## config.mk

```make
export PLATFORM = sky130hd
export DESIGN_NAME = fanpwm_channel
export DESIGN_NICKNAME = d
export VERILOG_FILES = /design/src/rtl/fanpwm_pkg.sv /design/src/rtl/fanpwm_rst_sync.sv /design/src/rtl/fanpwm_regs.sv /design/src/rtl/fanpwm_timebase.sv /design/src/rtl/fanpwm_outstage.sv /design/src/rtl/fanpwm_channel.sv
export SDC_FILE = /design/constraint.sdc
export NUM_CORES = 1
export LEC_CHECK = 0
export BUFFER_PORTS_ARGS = -buffer_cell sky130_fd_sc_hd__clkbuf_2
export CAP_MARGIN = 30
export CORE_MARGIN = 2
export CORE_UTILIZATION = 50
export CTS_CLUSTER_SIZE = 20
export DETAILED_ROUTE_END_ITERATION = 6
export MAX_ROUTING_LAYER = met4
export PLACE_DENSITY = 0.73
export SYNTH_ARGS = -nofsm -noshare
export SYNTH_HDL_FRONTEND = slang
export SYNTH_HIERARCHICAL = 1
export SYNTH_SLANG_ARGS = --single-unit
export TNS_END_PERCENT = 10
```

## constraint.sdc

```tcl
create_clock -name clk -period 2.4 [get_ports clk]
set_input_delay 0.48 -clock clk [delete_from_list [all_inputs] [get_ports clk]]
set_output_delay 0.48 -clock clk [all_outputs]
set_load 0.01 [all_outputs]
```

## src/rtl/fanpwm_pkg.sv

```systemverilog
package fanpwm_pkg;
  localparam int DUTY_W      = 8;
  localparam int DIV_W       = 7;
  localparam int BAND_SHIFT  = 8;
  localparam int SEL_W       = 2;
  localparam logic [7:0] CFG_RESET  = 8'h44;
  localparam logic [7:0] DUTY_RESET = 8'hFF;

  typedef enum logic [SEL_W-1:0] {
    SEL_DUTY = 2'd0,
    SEL_DIV  = 2'd1,
    SEL_CFG  = 2'd2,
    SEL_ENA  = 2'd3
  } reg_sel_e;

  typedef struct packed {
    logic             band_hi;
    logic [DIV_W-1:0] divisor;
  } div_word_t;
endpackage

```

## src/rtl/fanpwm_rst_sync.sv

```systemverilog
module fanpwm_rst_sync (
  input  logic clk,
  input  logic rst_n,
  output logic rst_sync_n
);
  logic [1:0] stage_q;

  always_ff @(posedge clk or negedge rst_n) begin
    if (!rst_n) stage_q <= 2'b00;
    else        stage_q <= {stage_q[0], 1'b1};
  end

  assign rst_sync_n = stage_q[1];
endmodule

```

## src/rtl/fanpwm_regs.sv

```systemverilog
module fanpwm_regs
  import fanpwm_pkg::*;
#(
  parameter int CHAN_IDX = 0
) (
  input  logic              clk,
  input  logic              rst_n,
  input  logic              wr_en,
  input  logic [SEL_W-1:0]  wr_addr,
  input  logic [7:0]        wr_data,
  output logic [DUTY_W-1:0] duty_live,
  output div_word_t         div_live,
  output logic              mode_dc,
  output logic              chan_en
);
  localparam int EN_BIT   = CHAN_IDX % 8;
  localparam int MODE_BIT = 4 * (CHAN_IDX % 2);

  logic [DUTY_W-1:0] duty_q, duty_d;
  div_word_t         div_q, div_d;
  logic              mode_q, mode_d;
  logic              en_q, en_d;

  always_comb begin
    duty_d = duty_q;
    div_d  = div_q;
    mode_d = mode_q;
    en_d   = en_q;
    if (wr_en) begin
      unique case (wr_addr)
        SEL_DUTY: duty_d = wr_data[DUTY_W-1:0];
        SEL_DIV:  div_d  = div_word_t'(wr_data);
        SEL_CFG:  mode_d = wr_data[MODE_BIT];
        SEL_ENA:  en_d   = wr_data[EN_BIT];
        default:  ;
      endcase
    end
  end

  always_ff @(posedge clk or negedge rst_n) begin
    if (!rst_n) begin
      duty_q <= DUTY_RESET;
      div_q  <= '0;
      mode_q <= CFG_RESET[MODE_BIT];
      en_q   <= 1'b0;
    end else begin
      duty_q <= duty_d;
      div_q  <= div_d;
      mode_q <= mode_d;
      en_q   <= en_d;
    end
  end

  assign duty_live = duty_q;
  assign div_live  = div_q;
  assign mode_dc   = mode_q;
  assign chan_en   = en_q;

  AST_ENABLE_ONLY_BY_SEL: assert property (@(posedge clk) disable iff (!rst_n)
    (!wr_en || wr_addr != SEL_ENA) |=> $stable(chan_en));
endmodule

```

## src/rtl/fanpwm_timebase.sv

```systemverilog
module fanpwm_timebase
  import fanpwm_pkg::*;
(
  input  logic              clk,
  input  logic              rst_n,
  input  logic              run,
  input  logic [DUTY_W-1:0] duty_live,
  input  div_word_t         div_live,
  output logic [DUTY_W-1:0] duty_work,
  output logic [DUTY_W-1:0] step_cnt,
  output logic              boundary
);
  localparam int PRE_W = DIV_W + 1 + BAND_SHIFT;
  localparam logic [DUTY_W-1:0] STEP_LAST = '1;

  logic [PRE_W-1:0]  pre_q, pre_d;
  logic [DUTY_W-1:0] step_q, step_d;
  logic [DUTY_W-1:0] duty_sh_q, duty_sh_d;
  div_word_t         div_sh_q, div_sh_d;
  logic [PRE_W-1:0]  step_len;
  logic              tick;
  logic              reload;

  always_comb begin
    step_len = {{(PRE_W-DIV_W){1'b0}}, div_sh_q.divisor} + PRE_W'(1);
    if (div_sh_q.band_hi) step_len = step_len << BAND_SHIFT;
  end

  assign tick     = (pre_q == step_len - PRE_W'(1));
  assign boundary = run && tick && (step_q == STEP_LAST);
  assign reload   = !run || boundary;

  always_comb begin
    pre_d     = pre_q;
    step_d    = step_q;
    duty_sh_d = duty_sh_q;
    div_sh_d  = div_sh_q;
    if (!run) begin
      pre_d  = '0;
      step_d = '0;
    end else if (tick) begin
      pre_d  = '0;
      step_d = step_q + DUTY_W'(1);
    end else begin
      pre_d  = pre_q + PRE_W'(1);
    end
    if (reload) begin
      duty_sh_d = duty_live;
      div_sh_d  = div_live;
    end
  end

  always_ff @(posedge clk or negedge rst_n) begin
    if (!rst_n) begin
      pre_q     <= '0;
      step_q    <= '0;
      duty_sh_q <= DUTY_RESET;
      div_sh_q  <= '0;
    end else begin
      pre_q     <= pre_d;
      step_q    <= step_d;
      duty_sh_q <= duty_sh_d;
      div_sh_q  <= div_sh_d;
    end
  end

  assign duty_work = duty_sh_q;
  assign step_cnt  = step_q;

  AST_PRESCALE_BOUND: assert property (@(posedge clk) disable iff (!rst_n)
    pre_q < step_len);
  AST_STEP_ADVANCE: assert property (@(posedge clk) disable iff (!rst_n)
    (run && tick) |=> (step_q == $past(step_q) + DUTY_W'(1)));
  AST_WORK_HOLD: assert property (@(posedge clk) disable iff (!rst_n)
    (run && !boundary) |=> ($stable(duty_sh_q) && $stable(div_sh_q)));
  AST_IDLE_ZERO: assert property (@(posedge clk) disable iff (!rst_n)
    !run |=> (step_q == '0 && pre_q == '0));
endmodule

```

## src/rtl/fanpwm_outstage.sv

```systemverilog
module fanpwm_outstage
  import fanpwm_pkg::*;
(
  input  logic              clk,
  input  logic              rst_n,
  input  logic              run,
  input  logic              mode_dc,
  input  logic [DUTY_W-1:0] duty_work,
  input  logic [DUTY_W-1:0] step_cnt,
  output logic              pwm_out,
  output logic [DUTY_W-1:0] dc_level
);
  localparam logic [DUTY_W-1:0] DUTY_FULL = '1;

  logic              pulse_q, pulse_d;
  logic [DUTY_W-1:0] level_q, level_d;

  always_comb begin
    pulse_d = 1'b0;
    level_d = '0;
    if (run) begin
      if (mode_dc) level_d = duty_work;
      else         pulse_d = (duty_work == DUTY_FULL) || (step_cnt < duty_work);
    end
  end

  always_ff @(posedge clk or negedge rst_n) begin
    if (!rst_n) begin
      pulse_q <= 1'b0;
      level_q <= '0;
    end else begin
      pulse_q <= pulse_d;
      level_q <= level_d;
    end
  end

  assign pwm_out  = pulse_q;
  assign dc_level = level_q;

  AST_OFF_IS_LOW: assert property (@(posedge clk) disable iff (!rst_n)
    !run |=> (!pwm_out && dc_level == '0));
  AST_LEVEL_MODE_QUIET: assert property (@(posedge clk) disable iff (!rst_n)
    mode_dc |=> !pwm_out);
  AST_FULL_DUTY_HIGH: assert property (@(posedge clk) disable iff (!rst_n)
    (run && !mode_dc && duty_work == DUTY_FULL) |=> pwm_out);
  AST_ZERO_DUTY_LOW: assert property (@(posedge clk) disable iff (!rst_n)
    (duty_work == '0) |=> !pwm_out);
endmodule

```

## src/rtl/fanpwm_channel.sv

```systemverilog
module fanpwm_channel
  import fanpwm_pkg::*;
#(
  parameter int CHAN_IDX = 0
) (
  input  logic              clk,
  input  logic              rst_n,
  input  logic              wr_en,
  input  logic [SEL_W-1:0]  wr_addr,
  input  logic [7:0]        wr_data,
  output logic              pwm_out,
  output logic [DUTY_W-1:0] dc_level
);
  logic              rst_int_n;
  logic [DUTY_W-1:0] duty_live;
  div_word_t         div_live;
  logic              mode_dc;
  logic              chan_en;
  logic [DUTY_W-1:0] duty_work;
  logic [DUTY_W-1:0] step_cnt;
  logic              boundary;

  fanpwm_rst_sync i_rst_sync (
    .clk        (clk),
    .rst_n      (rst_n),
    .rst_sync_n (rst_int_n)
  );

  fanpwm_regs #(.CHAN_IDX(CHAN_IDX)) i_regs (
    .clk       (clk),
    .rst_n     (rst_int_n),
    .wr_en     (wr_en),
    .wr_addr   (wr_addr),
    .wr_data   (wr_data),
    .duty_live (duty_live),
    .div_live  (div_live),
    .mode_dc   (mode_dc),
    .chan_en   (chan_en)
  );

  fanpwm_timebase i_timebase (
    .clk       (clk),
    .rst_n     (rst_int_n),
    .run       (chan_en),
    .duty_live (duty_live),
    .div_live  (div_live),
    .duty_work (duty_work),
    .step_cnt  (step_cnt),
    .boundary  (boundary)
  );

  fanpwm_outstage i_outstage (
    .clk       (clk),
    .rst_n     (rst_int_n),
    .run       (chan_en),
    .mode_dc   (mode_dc),
    .duty_work (duty_work),
    .step_cnt  (step_cnt),
    .pwm_out   (pwm_out),
    .dc_level  (dc_level)
  );

  AST_RELOAD_RESTARTS: assert property (@(posedge clk) disable iff (!rst_int_n)
    boundary |=> (step_cnt == '0));
endmodule

```

; After elaboration in Yosys (flattened, before gate mapping)
; Cells that the tools add are included.
[op_classes]
muxes = 9
addsub = 4
magnitude_cmp = 1
reduce_logical = 10
n_eq_ne = 7
[ops]
columns = cell, count
row1 = two-way mux 16 bit, 3
row2 = two-way mux 8 bit, 4
row3 = adder 16 x 1 -> 16 bit (second input constant), 1
row4 = == test 16 bit, 1
row5 = == test 8 bit (second input constant), 2
row6 = subtractor 16 x 1 -> 16 bit (second input constant), 1
row7 = adder 7 x 1 -> 8 bit (second input constant), 1
row8 = adder 8 x 1 -> 8 bit (second input constant), 1
row9 = < comparator 8 bit, 1
row10 = AND reduction 2 bit, 4
row11 = == test 2 bit (second input constant), 2
row12 = == test 2 x 1 -> 1 bit (second input constant), 1
row13 = logical AND 1 bit, 2
row14 = zero test 2 bit, 1
row15 = logical OR 1 bit, 2
row16 = two-way mux 1 bit, 2
row17 = inequality test 2 x 1 -> 1 bit (second input constant), 1
row18 = zero test 1 bit, 1
[word_totals]
register_bits = 69
input_bits = 13
output_inout_bits = 9

; Longest topological paths before layout
[depth]
word_depth = 7
ltp_mapped = 14
mapped_depth_nobuf = 12

; By module
; Netlist, hierarchy kept.
[by_module_without_submodules]
columns = mod, cells_per_inst, area_per_inst_um2, instances
row1 = fanpwm_timebase, 328, 3056.7, 1
row2 = fanpwm_regs, 40, 705.7, 1
row3 = fanpwm_outstage, 45, 499.2, 1
row4 = fanpwm_rst_sync, 3, 53.8, 1

; Worst setup path after synthesis
; OpenSTA, ideal clock, no wires.
[synth_path]
path_kind = reg-to-reg
from = register i_timebase/div_sh_q[1] (netlist name)
to = register i_timebase/div_sh_q[3] (netlist name)
stages_incl_launch_ff = 15
arrival_time_ns = 3.468
path_slack_ns = -1.193
synth_period_minus_slack_ns = 3.593
n_path_buf = 2
cell_sequence = dfrtp_1 ha_1 nand2_1 ha_1 buf_2 inv_1 or3_1 o21a_1 o31ai_1 xor2_1 nand4b_1 or4b_4 o21ai_4 buf_12 mux2_4
[synth_via]
elab_chain_cells = 7
[synth_rtl]
columns = item, line_no
row1 = start: declaration, fanpwm_timebase.sv:19  ; div_word_t div_sh_q, div_sh_d;
row2 = start signal: assignment, fanpwm_timebase.sv:63  ; div_sh_q <= div_sh_d;
row3 = adder 7 x 1 -> 8 bit, fanpwm_timebase.sv:25  ; step_len = {{(PRE_W-DIV_W){1'b0}}, div_sh_q.divisor} + PRE_W'(1);
row4 = two-way mux 16 bit, fanpwm_timebase.sv:26  ; if (div_sh_q.band_hi) step_len = step_len << BAND_SHIFT;
row5 = subtractor 16 x 1 -> 16 bit, fanpwm_timebase.sv:29  ; assign tick = (pre_q == step_len - PRE_W'(1));
row6 = == test 16 bit, fanpwm_timebase.sv:29
row7 = logical AND 1 bit (2 in series), fanpwm_timebase.sv:30  ; assign boundary = run && tick && (step_q == STEP_LAST);
row8 = logical OR 1 bit, fanpwm_timebase.sv:31  ; assign reload = !run || boundary;
; Every way passes these cells.
; A chain may end at the register's enable or synchronous reset.

; Worst setup path in the final report
[layout_path]
from = register i_timebase/div_sh_q[1] (netlist name)
to = register i_timebase/div_sh_q[2] (netlist name)
; The elaborated chain is that of the path after synthesis.

==> metrics.md <==
| Metric | Value |
|---|---|
| Total track usage | 0.242 |
| Switching part of the total power | 0.390 |
| Worst-Skew Late Latency | 0.36 ns |
| Int Pwr | 3.42 mW |
| Highest-delay cell along the critical path | or4b_4 |
| Routability cong. | 0.892 |
| CTS max path bufs | 2 |
| # setup viols final | 40 |
| Ant diodes | 0 |
| Slew Limit Fails | 0 |
| CP max stage delay | 0.50 ns |
| RSZ-0062 raised after global routing | yes |
| Period utilization | 1.39 |
| Core area | 0.00826 mm2 |
| Area growth syn-to-layout | 28.6% |
| Combinational power share | 0.543 |
| Dpl cell area | 0.00508 mm2 |
| Clock skew | 0.0123 ns |
| TritonCTS buffer count | 9 |
| Worst-path maximum fanout | 8 |
| Initial DRC count | 196 |
| DRC | 0 |
| Port buffer count | 21 |
| Outcome | finished, violations left |
| Row count | 33 |
| Syn avg cell area | 10.4 um2 |
| Fmax | 0.300 GHz |
| Setup slack after layout | -0.930 ns |
| Vias in the first global route | 3726 |
| Final Hold Vio Count | 0 |
| Leak | 2.52 nW |
| CTS tree | yes |
| Vias per cell | 5.68 |
| Clock root buffer | clkbuf_8 |
| Worst Setup Start Kind | flop |
| Yosys Warn Count | 6 |
| Max Cap Viol | 0 |
| Worst EP required | 2.64 ns |
| Hold crit path type | flop to async pin |
| Die area | 0.00936 mm2 |
| DR pass1 iterations | 5 |
| Final instance area | 0.00553 mm2 |
| Sw Pwr | 2.19 mW |
| Initial core utilization | 0.521 |
| Failing checks | setup timing |
| Wire length per cell | 16.9 um |
| Syn nets | 437 |
| DP HPWL | 7.73 mm |
| Nets | 535 |
| Top cell by count, worst path | buf_4 |
| Worst vdd ir | 0.645 mV |
| Die W | 96.7 um |
| Wire length of the first global-routing pass | 17.9 mm |
| Setup TNS | -31.89 ns |
| H-Tree Depth | 3 |
| Routed WL | 10.5 mm |
| Nature of the critical path endpoint | flop |
| Most common cell after layout, fill and taps aside | buf_4 |
| Initial antenna violation count | 0 |
| Grt ovf | 0 |
| WHS | 0.179 ns |
| Pwr Density | 1010 mW/mm2 |
| Clock share of power | 0.164 |
| Pin count of the biggest net entering global routing | 32 |
| Reg power frac | 0.294 |
| Cells after Synth | 413 |
| Relative slew margins | 0.498 |
| Routed Antenna Nets | 0 |
| Worst slew pin tran | 0.754 ns |
| CP Cell Sequence | buf_4 -> buf_4 -> nand3_4 -> buf_4 -> nor2_1 -> a311oi_1 -> a41oi_1 -> xor2_1 -> nand4b_1 -> or4b_4 -> o21ai_4 -> buf_12 -> mux2_4 |
| CTS sink count | 69 |
| Synthesized area | 0.00430 mm2 |
| Clk slew on worst S/H paths | 0.09 ns |
| Most frequent cells in the layout | buf_4 (80), dfrtp_1 (49), nor2_1 (28), nand2_1 (26), nand3_1 (22) |
| Clock period minus worst slack | 3.33 ns |
| Ratio of cells with drive above 1 in the final layout | 0.446 |
| IO Count | 22 |
| DR vias | 3529 |
| Critical path type | flop to flop |
| Die Ht | 96.7 um |
| CP arrival | 3.57 ns |
==> critical path, delay by kind of cell, from the launching register on <==
| family | cells | cell delay, ns |
|---|---|---|
| buf+inv | 4 | 0.61 |
| mux | 1 | 0.30 |
| flops | 1 | 0.44 |
| simple gates | 4 | 0.79 |
| xor+xnor | 1 | 0.22 |
| compound gates | 3 | 0.83 |
==> sequential cells by signal (all words and copies together), names as in the netlist <==
signal	cells
i_outstage/dc_level	8
i_outstage/pwm_out	1
i_regs/chan_en	1
i_regs/div_live	8
i_regs/duty_live	8
i_regs/mode_dc	1
i_rst_sync/stage_q	2
i_timebase/div_sh_q	8
i_timebase/duty_work	8
i_timebase/pre_q	16
i_timebase/step_cnt	8
==> per-layer routing <==
layer,part of all wire,track usage
met3,0.032,0.0535
met5,0,-
met1,0.45,0.299
met2,0.50,0.389
met4,0.022,0.0943
==> power groups by stage <==
stage	logic [mW]	registers, mW	clock network, mW
2_1_floorplan	1.67	1.59	0
3_3_place_gp	2.54	1.64	0
3_5_place_dp	2.63	1.66	0
4_1_cts	2.87	1.64	0.934
5_1_grt	3.26	1.68	0.983
6_report	3.04	1.65	0.918
==> cell type report <==
type                       count  area [um2]
fill                         613        2730
multi-input combinational    310        2600
clock inverter                 7        62.6
sequential                    69        1750
tap                          105         131
clock buffer                   9         124
timing repair buffer         107         812
inverter                      14        52.6
==> through the flow <==
| step | std cells | worst slack, ns | util | total power, mW |
|---|---|---|---|---|
| 6_report | 621 | -0.930 | 0.670 | 5.61 |
| 5_1_grt | 621 | -1.06 | 0.670 | 5.93 |
| 4_1_cts | 617 | -0.973 | 0.659 | 5.44 |
| 3_5_place_dp | 595 | -1.02 | 0.615 | 4.29 |
| 3_3_place_gp | 595 | -0.846 | 0.615 | 4.19 |
| 2_1_floorplan | 413 | -0.947 | - | 3.26 |
==> final timing paths <==
path / start / endpoint / slack (ns) / depth (start not counted)
hold reg to reg: i_rst_sync/stage_q[1]$_DFF_PN0_ / i_regs/chan_en$_DFFE_PN0P_ / 0.18 / 0
min in group clk: wr_data[3] / i_regs/div_live[3]$_DFFE_PN0P_ / 0.37 / 2
setup reg to reg: i_timebase/div_sh_q[1]$_DFFE_PN0P_ / i_timebase/div_sh_q[2]$_DFFE_PN0P_ / -0.93 / 13
max in group asynchronous: i_rst_sync/stage_q[1]$_DFF_PN0_ / i_timebase/pre_q[15]$_DFF_PN0_ / 1.49 / 1
setup / recovery: i_timebase/div_sh_q[1]$_DFFE_PN0P_ / i_timebase/div_sh_q[2]$_DFFE_PN0P_ / -0.93 / 13
hold / removal: i_rst_sync/stage_q[1]$_DFF_PN0_ / i_regs/chan_en$_DFFE_PN0P_ / 0.18 / 0
==> what timing repair did <==
item	in CTS	in global routing
setup endpoints to repair	40	40
setup buffers	4	4
resized for setup	26	13
hold buffers	1	0
endpoints found under the hold margin	2	0
pin swaps	13	7
cloned	1	0
Power figures use the tool's default switching activity.
